--- config.mk ---
export PLATFORM = sky130hd
export DESIGN_NAME = lin_autobaud_rx
export DESIGN_NICKNAME = d
export VERILOG_FILES = /design/src/rtl/lin_pkg.sv /design/src/rtl/lin_rx_edge.sv /design/src/rtl/lin_byte_rx.sv /design/src/rtl/lin_autobaud_rx.sv
export SDC_FILE = /design/constraint.sdc
export NUM_CORES = 1
export LEC_CHECK = 0
export BUFFER_PORTS_ARGS = -buffer_cell sky130_fd_sc_hd__buf_2
export CAP_MARGIN = 10
export CORE_ASPECT_RATIO = 1.1
export CORE_MARGIN = 2
export CORE_UTILIZATION = 55
export DETAILED_ROUTE_END_ITERATION = 8
export PLACE_DENSITY = 0.76
export SLEW_MARGIN = 20
export SYNTH_ARGS = -nofsm -noshare
export SYNTH_HDL_FRONTEND = slang
export SYNTH_SLANG_ARGS = --single-unit
--- constraint.sdc ---
create_clock -name clk -period 4.3 [get_ports clk]
set_input_delay 0.43 -clock clk [delete_from_list [all_inputs] [get_ports clk]]
set_output_delay 0.43 -clock clk [all_outputs]
set_load 0.02 [all_outputs]
--- src/rtl/lin_pkg.sv ---
package lin_pkg;
    typedef enum logic [1:0] {
        ST_IDLE  = 2'd0,
        ST_WBRK  = 2'd1,
        ST_SYNC  = 2'd2,
        ST_BYTES = 2'd3
    } lin_st_e;

    localparam int BRK_BITS  = 11;
    localparam int SYNC_RISE = 5;
endpackage

--- src/rtl/lin_rx_edge.sv ---
module lin_rx_edge #(
    parameter int STAGES = 2
) (
    input  logic clk,
    input  logic rst,
    input  logic rx_i,
    output logic rx_o,
    output logic rise_o,
    output logic fall_o
);
    logic [STAGES:0] sh_d, sh_q;

    always_comb begin
        sh_d = {sh_q[STAGES-1:0], rx_i};
    end

    always_ff @(posedge clk) begin
        if (rst) sh_q <= '1;
        else     sh_q <= sh_d;
    end

    assign rx_o   = sh_q[STAGES-1];
    assign rise_o = sh_q[STAGES-1] & ~sh_q[STAGES];
    assign fall_o = ~sh_q[STAGES-1] & sh_q[STAGES];
endmodule

--- src/rtl/lin_byte_rx.sv ---
module lin_byte_rx #(
    parameter int CNT_W = 12
) (
    input  logic             clk,
    input  logic             rst,
    input  logic             run_i,
    input  logic             rx_i,
    input  logic             fall_i,
    input  logic [CNT_W-1:0] period_i,
    output logic [7:0]       data_o,
    output logic             vld_o,
    output logic             ferr_o
);
    localparam logic [3:0] LAST_IDX = 4'd9;

    typedef struct packed {
        logic             busy;
        logic [CNT_W-1:0] cnt;
        logic [3:0]       idx;
        logic [7:0]       sh;
        logic [7:0]       data;
        logic             vld;
        logic             ferr;
    } brx_s;

    brx_s d, q;

    always_comb begin
        d      = q;
        d.vld  = 1'b0;
        d.ferr = 1'b0;
        if (!run_i) begin
            d.busy = 1'b0;
        end else if (!q.busy) begin
            if (fall_i) begin
                d.busy = 1'b1;
                d.cnt  = (period_i >> 1) - CNT_W'(1);
                d.idx  = 4'd0;
            end
        end else if (q.cnt != '0) begin
            d.cnt = q.cnt - CNT_W'(1);
        end else begin
            d.cnt = period_i - CNT_W'(1);
            d.idx = q.idx + 4'd1;
            if (q.idx == 4'd0) begin
                if (rx_i) d.busy = 1'b0;
            end else if (q.idx < LAST_IDX) begin
                d.sh = {rx_i, q.sh[7:1]};
            end else begin
                d.busy = 1'b0;
                if (rx_i) begin
                    d.vld  = 1'b1;
                    d.data = q.sh;
                end else begin
                    d.ferr = 1'b1;
                end
            end
        end
    end

    always_ff @(posedge clk) begin
        if (rst) q <= '0;
        else     q <= d;
    end

    assign data_o = q.data;
    assign vld_o  = q.vld;
    assign ferr_o = q.ferr;

    assert_vld_needs_run_R6: assert property (@(posedge clk) disable iff (rst)
        vld_o |-> $past(run_i));
    assert_strobe_excl_R7: assert property (@(posedge clk) disable iff (rst)
        !(vld_o && ferr_o));
endmodule

--- src/rtl/lin_autobaud_rx.sv ---
module lin_autobaud_rx
    import lin_pkg::*;
#(
    parameter int CNT_W = 12
) (
    input  logic             clk,
    input  logic             rst,
    input  logic             rx_i,
    input  logic             en_i,
    input  logic             rearm_i,
    input  logic [CNT_W-1:0] nominal_period_i,
    output logic [7:0]       byte_o,
    output logic             byte_vld_o,
    output logic             brk_err_o,
    output logic             frm_err_o,
    output logic [CNT_W-1:0] period_o,
    output logic [1:0]       state_o
);
    localparam int LOW_W = CNT_W + 4;
    localparam int MEAS_W = CNT_W + 3;
    localparam logic [LOW_W-1:0] LOW_MAX = '1;

    typedef struct packed {
        lin_st_e           st;
        logic [CNT_W-1:0]  period;
        logic [LOW_W-1:0]  lowcnt;
        logic [MEAS_W-1:0] meas;
        logic [2:0]        rises;
        logic              brk_err;
    } top_s;

    top_s d, q;
    logic rx_s, rise, fall;
    logic [LOW_W-1:0] brk_lim;
    logic [MEAS_W-1:0] meas_inc;

    lin_rx_edge #(.STAGES(2)) u_edge (
        .clk(clk), .rst(rst), .rx_i(rx_i),
        .rx_o(rx_s), .rise_o(rise), .fall_o(fall)
    );

    assign brk_lim  = LOW_W'(q.period) * LOW_W'(BRK_BITS);
    assign meas_inc = q.meas + MEAS_W'(1);

    always_comb begin
        d         = q;
        d.brk_err = 1'b0;
        case (q.st)
            ST_IDLE: begin
                if (en_i && rise) d.st = ST_WBRK;
            end
            ST_WBRK: begin
                if (fall) d.lowcnt = LOW_W'(1);
                else if (!rx_s && q.lowcnt != LOW_MAX) d.lowcnt = q.lowcnt + LOW_W'(1);
                if (rise) begin
                    if (q.lowcnt >= brk_lim) begin
                        d.st    = ST_SYNC;
                        d.rises = 3'd0;
                        d.meas  = '0;
                    end else begin
                        d.brk_err = 1'b1;
                    end
                end
            end
            ST_SYNC: begin
                if (q.rises != 3'd0) d.meas = meas_inc;
                if (rise) begin
                    d.rises = q.rises + 3'd1;
                    if (q.rises == 3'd0) d.meas = '0;
                    if (q.rises == 3'(SYNC_RISE - 1)) begin
                        d.period = CNT_W'(meas_inc >> 3);
                        d.st     = ST_BYTES;
                    end
                end
            end
            default: ;
        endcase
        if (!en_i) begin
            d.st      = ST_IDLE;
            d.brk_err = 1'b0;
        end else if (rearm_i && q.st != ST_IDLE) begin
            d.st      = ST_WBRK;
            d.lowcnt  = '0;
            d.brk_err = 1'b0;
        end
    end

    always_ff @(posedge clk) begin
        if (rst) begin
            q        <= '0;
            q.st     <= ST_IDLE;
            q.period <= nominal_period_i;
        end else begin
            q <= d;
        end
    end

    lin_byte_rx #(.CNT_W(CNT_W)) u_byte (
        .clk(clk), .rst(rst), .run_i(q.st == ST_BYTES),
        .rx_i(rx_s), .fall_i(fall), .period_i(q.period),
        .data_o(byte_o), .vld_o(byte_vld_o), .ferr_o(frm_err_o)
    );

    assign brk_err_o = q.brk_err;
    assign period_o  = q.period;
    assign state_o   = q.st;

    assert_reset_state_R1: assert property (@(posedge clk)
        rst |=> (state_o == 2'd0 && period_o == $past(nominal_period_i) && !brk_err_o));
    assert_idle_hold_R2: assert property (@(posedge clk) disable iff (rst)
        (q.st == ST_IDLE && !en_i) |=> q.st == ST_IDLE);
    assert_brk_err_wbrk_R4: assert property (@(posedge clk) disable iff (rst)
        brk_err_o |-> q.st == ST_WBRK);
    assert_lowcnt_sat_R4: assert property (@(posedge clk) disable iff (rst)
        (q.st == ST_WBRK && q.lowcnt == LOW_MAX && !rx_s && !fall && en_i && !rearm_i)
        |=> q.lowcnt == LOW_MAX);
    assert_period_hold_R5: assert property (@(posedge clk) disable iff (rst)
        (q.st != ST_SYNC) |=> $stable(period_o));
    assert_rearm_R8: assert property (@(posedge clk) disable iff (rst)
        (en_i && rearm_i && q.st != ST_IDLE) |=> q.st == ST_WBRK);
endmodule

Word-level counts from Yosys, hierarchy flattened
Index checks and enable logic that the tools add are counted.
{ "word_totals": {"ramBits": 0, "elab_cells": 120, "latchBits": 0, "reg_bits": 87, "mem_bits_ro": 0, "n_memories": 0} }
{ "op_classes": {"n_eq_ne": 16, "bitwise": 12, "n_shift": 0, "magnitude_cmp": 2, "n_mul": 1, "n_reduce_logical": 31, "n_div": 0, "addsub": 7, "muxes": 36} }
{ "ops": {"columns": ["op", "n"], "rows": [
  ["16-bit two-way mux", 5],
  ["18-bit two-way mux", 3],
  ["47-bit two-way mux", 1],
  ["18-bit case mux with 2 select lines", 1],
  ["17-bit two-way mux", 2],
  ["15-bit two-way mux", 2],
  ["14-bit two-way mux", 2],
  ["12-bit two-way mux", 2],
  ["12-bit by 1-bit subtractor with 12-bit output (second input constant)", 2],
  ["22-bit two-way mux", 1],
  ["19-bit two-way mux", 1],
  ["6-bit AND reduction", 3],
  ["16-bit by 1-bit adder with 16-bit output (second input constant)", 1],
  ["16-bit greater-or-equal comparator", 1],
  ["12-bit by 4-bit multiplier with 16-bit output (second input constant)", 1],
  ["16-bit inequality test (second input constant)", 1],
  ["15-bit by 1-bit adder with 15-bit output (second input constant)", 1],
  ["3-bit inequality test (second input constant)", 5],
  ["2-bit inequality test (second input constant)", 6],
  ["12-bit nonzero test", 1],
  ["2-bit nonzero test", 6],
  ["11-bit by 1-bit subtractor with 12-bit output (second input constant)", 1],
  ["10-bit two-way mux", 1],
  ["1-bit NOT", 10],
  ["other kinds (27)", 45]
]} }

Logic depth before layout (Yosys ltp)
Gate-level depths: netlist (run 1).
{ "logic_depth": {"word_depth": 8, "depth_mapped": 20, "ltp_nobuf": 18} }

By module
From an unflattened synthesis (run 1), not the netlist that was laid out.
{ "hier_totals": {"cells_unflattened": 768, "hier_area_um2": 6595.1} }
{ "modules_own_cells": {"columns": ["module", "area_per_inst_um2", "cells_per_inst", "n_inst", "seq_area_each_um2"], "rows": [
  ["lin_autobaud_rx", 4254.1, 492, 1, 1101.1],
  ["lin_byte_rx", 2248.4, 268, 1, 700.7],
  ["lin_rx_edge", 92.6, 8, 1, 60.1]
]} }

Worst setup path after synthesis (run 1)
Ideal clock, no wire load.
{ "synth_path": {"path_kind": "register to register", "from": "register q, in the netlist period_o[1]", "to": "register q[4] (netlist bit)", "path_stages_with_launch": 18, "setup_ns": 0.070, "slack_ns": -0.402, "path_buffers": 1, "required_ns": 4.230, "arrival_time_ns": 4.631, "cell_sequence": "edfxtp_1 > ha_1 > fa_1 > ha_1 > nor2b_1 > o31ai_1 > a21oi_1 > a41o_1 > o41ai_1 > xor2_1 > ha_1 > nand4_1 > nor4_1 > a32oi_1 > a31oi_1 > clkbuf_1 > o2111ai_1 > a21oi_1"} }
{ "synth_between": {"elab_chain_len": 4} }
{ "synth_lines": {"columns": ["element", "line_no", "text"], "rows": [
  ["start: declaration", "lin_autobaud_rx.sv:32", "top_s d, q;"],
  ["12-bit by 4-bit multiplier with 16-bit output", "lin_autobaud_rx.sv:42", "assign brk_lim = LOW_W'(q.period) * LOW_W'(BRK_BITS);"],
  ["16-bit greater-or-equal comparator", "lin_autobaud_rx.sv:56", "if (q.lowcnt >= brk_lim) begin"],
  ["2-bit inequality test (no source line)", null, null],
  ["3-bit AND reduction (no source line)", null, null]
]} }
Every way passes these cells.
A chain may end at the register's enable or synchronous reset.

Worst setup path in the final report (run 1)
{ "layout_path": {"from": "register q, in the netlist period_o[3]", "to": "register q[6] (netlist bit)"} }
Same word-level chain as after synthesis.

==> results of run 1 <==
[cell families after synthesis]
kind of cell	Yosys count	share of synthesized area
fa+ha+maj	68	0.143
flops	87	0.290
buf+inv	121	0.0862
compound gates	174	0.184
simple gates	268	0.203
xor+xnor	44	0.0600
mux	22	0.0347
[critical path, cell delays in order (launching register included)]
cell and delay (ps):
edfxtp_1 510, ha_4 270, fa_1 570, ha_4 220
buf_6 110, o211ai_1 300, a211oi_2 140, o41ai_2 250
a21oi_2 120, xnor2_1 140, ha_1 300, nand4_1 150
nor4_2 270, a32oi_2 190, a31o_2 310, or4_1 400
a21oi_1 140
[worst max-delay path by stage]
stage	startpoint	end	slack (ps)
2_1_floorplan	period_o[6]	q[6]	3
6_report	period_o[3]	q[6]	-170
5_1_grt	period_o[3]	q[17]	-340
3_5_place_dp	period_o[4]	q[6]	-260
4_1_cts	period_o[3]	q[6]	-220
3_3_place_gp	period_o[4]	q[6]	-150
[flip-flops by register name (all words and copies together) (netlist names)]
register,count
q,34
u_byte.q,25
period_o,12
u_byte.data_o,8
u_edge.sh_q,3
state_o,2
brk_err_o,1
u_byte.ferr_o,1
u_byte.vld_o,1
[final cells by class]
class                           instances  area share
Clock inverter                          7     0.00924
Sequential cell                        87       0.241
Tap cell                              150      0.0243
Inverter                               65      0.0316
Clock buffer                            9      0.0292
Multi-Input combinational cell        576       0.572
Timing Repair Buffer                  105      0.0923
[metal layers]
metal  share of wire  vias to the layer above  track usage
met1            0.41                     2906        0.345
met2            0.50                      239        0.439
met4           0.031                        0        0.116
li1                -                     2882            -
met5               0                        -            0
met3           0.059                       37       0.0428
[cells in the mapped netlist (4+ instances only)]
cell type and number:
dfxtp_1 75, nor2_1 75, nand2_1 67, inv_1 65, ha_1 59, a21oi_1 42
o21ai_0 35, clkbuf_1 27, nor3_1 25, xnor2_1 25, buf_4 23, mux2i_1 20
nand3_1 20, xor2_1 19, a31oi_1 15, and3_1 13, edfxtp_1 12, nand2b_1 12
nor2b_1 11, a211oi_1 10, fa_1 9, nor4_1 9, o31ai_1 8, nand4_1 7
o211ai_1 6, o21a_1 6, or2_2 6, buf_2 5, or4_1 5, a211o_1 4
nor4b_1 4, o41ai_1 4
[per-stage QoR]
step / power (mW) / std cells / setup TNS (ps) / area (um^2) / hold WS [ps]
after global placement: 1.28 / 970 / -1130 / 6970 / 393
after detailed placement: 1.29 / 970 / -2970 / 6970 / 397
final: 2.17 / 999 / -1520 / 7710 / 253
after floorplan: 1.15 / 784 / 0 / 6510 / 389
after CTS: 2.11 / 992 / -1900 / 7470 / 252
after global routing: 2.25 / 999 / -5300 / 7710 / 266
[timing repair]
action | 4_1_cts | 5_1_grt
resized for setup | 29 | 35
buffers inserted | 6 | 8
pin swaps | 35 | 21
setup endpoints to repair | 21 | 21
[where the power goes]
group	leakage, nW	switching, mW	total (mW)	internal, mW
clock	0.148	0.384	0.795	0.411
sequential	0.729	0.00975	0.841	0.831
combinational	2.42	0.285	0.532	0.247
[cell usage in the layout (no fill, tap or decap), types with 5 or more instances in the layout]
cell,count
or4_1,5
o31ai_1,6
o211ai_1,6
and3_1,11
buf_2,41
o21ai_0,32
mux2i_1,20
nand2b_1,11
nand2_1,67
a21oi_1,33
nor2b_1,10
nor4_1,7
a31oi_1,12
dfxtp_1,75
xor2_1,19
buf_6,7
nor2_1,75
fa_1,9
inv_1,63
a21oi_2,8
edfxtp_1,12
ha_1,48
nand3_1,19
clkbuf_16,9
ha_4,10
nor3_1,21
buf_4,57
xnor2_1,25
o21a_1,6
or2_2,5
a211oi_1,8
nand4_1,7
==> impl_metrics.toml, run 1 <==
[run_status]
outcome = "complete, but fails checks"
violations = "setup timing"

[yosys]
synth.avg_cell_area_um2 = 8.20
synth_top_area_share = 0.234
synthArstFlopShare = 0
synth_area_leaders = "dfxtp_1, ha_1, edfxtp_1"
synth_nets = 869
synthFlopType = "dfxtp_1"
yosysSeqAreaShare = 0.290
synthCells = 784
yosysTopAreaCell = "dfxtp_1"
ys_ff_latch = 87
yosysWarnings = 0
yosysUniqueCellTypes = 67
synthesis.area_um2 = 6430
synth-edff-count = 12

[timing]
slew_headroom = 0.504
rsz0062_at_grt = "true"
fmax_mhz = 224
period_needed_ps = 4470
maxSlewViolCount = 0
hold_viol = 0
worst_slack_ps = -172
worstMarginPinSlew_ps = 740
finalSetupViolations = 18
fin_worst_skew_ps = 11.2
min_period_over_period = 1.04

[clock_tree]
cts_tree = "built"
cts_made_buffers = 9
clockBufferDepth = 2
cts_num_sinks = 87
clk_pin_slew_ps = 70
clock_insertion_delay_worst_skew_ps = 360
holdBufCountCts = 0
clock-root-buffer = "clkbuf_16"
htree_levels = 3

[worst_setup_path]
crit_type = "reg2reg"
r2r_end = "q[6]"
crit_path_max_fanout = 4
rrSetupSlack_ps = -170
cp-start-kind = "flop"
end_kind = "flop"
crit_required_ps = 4580
arrival_ps = 4750
reg2reg_depth = 16
r2r_start = "period_o[3]"

[routing]
drt_iter0_drc = 450
vias = 6064
wl_um = 17500
dr.pass1.iters = 5
remaining_drc_errors = 0
ant_nets = 0
vias_per_cell = 6.07
wl_per_cell_um = 17.5

[floorplanning]
rows = 41
dieHeight_um = 117
dieWidth_um = 107
dieArea_um2 = 12600
num_io_pins = 42
core-area_um2 = 11400
start_util = 0.562

[global_routing]
grt_overflow = 0
grt_max_degree = 53
grtUsageTotal = 0.267
antenna_found_initial = 0
grt_pass1_vias = 5732
grt_pass1_wl_um = 27300

[final_layout]
multiInputGateArea_um2 = 4410
syn_to_final_growth_pct = 20.0
fillers = 877
final_util = 0.674
fin_nets = 929
seq_area_um2 = 1860
n_antenna_cell = 0
drive_gt1_frac = 0.219

[hold_path]
hp-class = "in2reg"
hold_path_depth = 2
min_to = "u_edge.sh_q[0]"
min_from = "rx_i"

[placement]
port_buffers = 41
gp_congestion = 0.900
hpwlAfterDp_um = 12000
post-place-ws_ps = -260

[power_and_ir_drop]
powerDensity_nw_per_um2 = 281
vdd_drop_max_v = 0.000169
leakage_nw = 3.29

[job]
maxCapViolCount = 0
Power figures use the tool's default switching activity.
==> inputs of run 2 (changes only) <==
SKIP_LAST_GASP = 1   (was default)
==> impl_metrics.toml, run 2 (synthesis gave the netlist of run 1 again) <==
[run_status]
outcome = "complete, but fails checks"
violations = "setup timing"

[timing]
fmax_mhz = 223
worst_slack_ps = -193
fin_worst_skew_ps = 11.4
maxSlewViolCount = 0
worstMarginPinSlew_ps = 762
hold_viol = 0
min_period_over_period = 1.04
slew_headroom = 0.489
rsz0062_at_grt = "true"
finalSetupViolations = 18
period_needed_ps = 4490

[floorplanning]
rows = 41
dieHeight_um = 117
core-area_um2 = 11400
dieWidth_um = 107
num_io_pins = 42
dieArea_um2 = 12600
start_util = 0.562

[global_routing]
grt_overflow = 0
grt_pass1_vias = 5732
grtUsageTotal = 0.267
grt_max_degree = 53
antenna_found_initial = 0
grt_pass1_wl_um = 27300

[worst_setup_path]
cp-start-kind = "flop"
crit_path_max_fanout = 4
crit_type = "reg2reg"
crit_required_ps = 4570
reg2reg_depth = 16
end_kind = "flop"
arrival_ps = 4770

[routing]
vias = 6081
wl_per_cell_um = 17.5
vias_per_cell = 6.09
remaining_drc_errors = 0
dr.pass1.iters = 5
drt_iter0_drc = 376
wl_um = 17400
ant_nets = 0

[hold_path]
hold_path_depth = 2
hp-class = "in2reg"

[final_layout]
n_antenna_cell = 0
syn_to_final_growth_pct = 19.9
fillers = 877
layout_common_cells = "nor2_1, dfxtp_1, nand2_1"
largest_register_ffs = 34
fin_nets = 929
drive_gt1_frac = 0.218
finalNonFillerCells = 999
regMostFlops = "q"

[clock_tree]
clock_insertion_delay_worst_skew_ps = 350
clk_pin_slew_ps = 80
holdBufCountCts = 0
cts_tree = "built"
htree_levels = 3
clock-root-buffer = "clkbuf_16"
clockBufferDepth = 2
cts_made_buffers = 9
cts_num_sinks = 87

[placement]
post-place-ws_ps = -260
hpwlAfterDp_um = 12000
gp_congestion = 0.900
placed_cells = 970
port_buffers = 41

[power_and_ir_drop]
powerDensity_nw_per_um2 = 281
vdd_drop_max_v = 0.000169
leakage_nw = 3.29

[job]
maxCapViolCount = 0
## run 2: timing repair
item,CTS,global route
endpoints found under the setup margin,21,21
endpoints found under the hold margin,0,0
pin swaps,35,20
resized for setup,29,33
setup buffers,6,8
## run 2: routing by layer
| layer | GRT usage | up-vias | share of wire |
|---|---|---|---|
| met2 | 0.439 | 242 | 0.50 |
| met3 | 0.0428 | 45 | 0.055 |
| met4 | 0.116 | 0 | 0.034 |
| li1 | - | 2880 | - |
| met5 | 0 | - | 0 |
| met1 | 0.345 | 2914 | 0.41 |
## run 2: path summary, 6_finish.rpt
path,start,slack [ps],to
worst max-delay path,period_o[3],-190,q[6]
worst min-delay path,rx_i,260,u_edge.sh_q[0]
worst max register to register,period_o[3],-190,q[6]
worst min register to register,u_edge.sh_q[0],410,u_edge.sh_q[1]
## run 2: worst max-delay path, cell delays in order, from the launching register on
cell      delay (ps)
edfxtp_1         510
ha_4             270
fa_1             570
ha_4             220
buf_6            110
o211ai_1         300
a211oi_2         140
o41ai_2          250
a21oi_2          120
xnor2_1          140
ha_1             310
nand4_1          150
nor4_2           270
a32oi_2          200
a31o_2           300
or4_1            400
a21oi_1          160
## run 2: final cells by class
cell class / count / area (um^2) / area share
inverters: 65 / 244 / 0.0317
well taps: 150 / 188 / 0.0244
clock buffers: 9 / 225 / 0.0292
clock inverters: 7 / 71.3 / 0.00925
flip-flops and latches: 87 / 1860 / 0.242
repair buffers: 105 / 708 / 0.0919
multi-input cells: 576 / 4410 / 0.572
## run 2: through the flow
stage	area [um^2]	setup TNS [ps]	power, mW	hold slack (ps)	utilization
2_1_floorplan	6510	0	1.15	389	-
3_3_place_gp	6970	-1130	1.28	393	0.609
3_5_place_dp	6970	-2970	1.29	397	0.609
4_1_cts	7470	-1900	2.11	252	0.653
5_1_grt	7710	-5300	2.25	266	0.674
6_report	7710	-1700	2.16	257	0.674
## run 2: power by group
group | internal [mW] | switching [mW]
logic | 0.247 | 0.284
clock network | 0.411 | 0.379
registers | 0.831 | 0.00993
total | 1.49 | 0.674
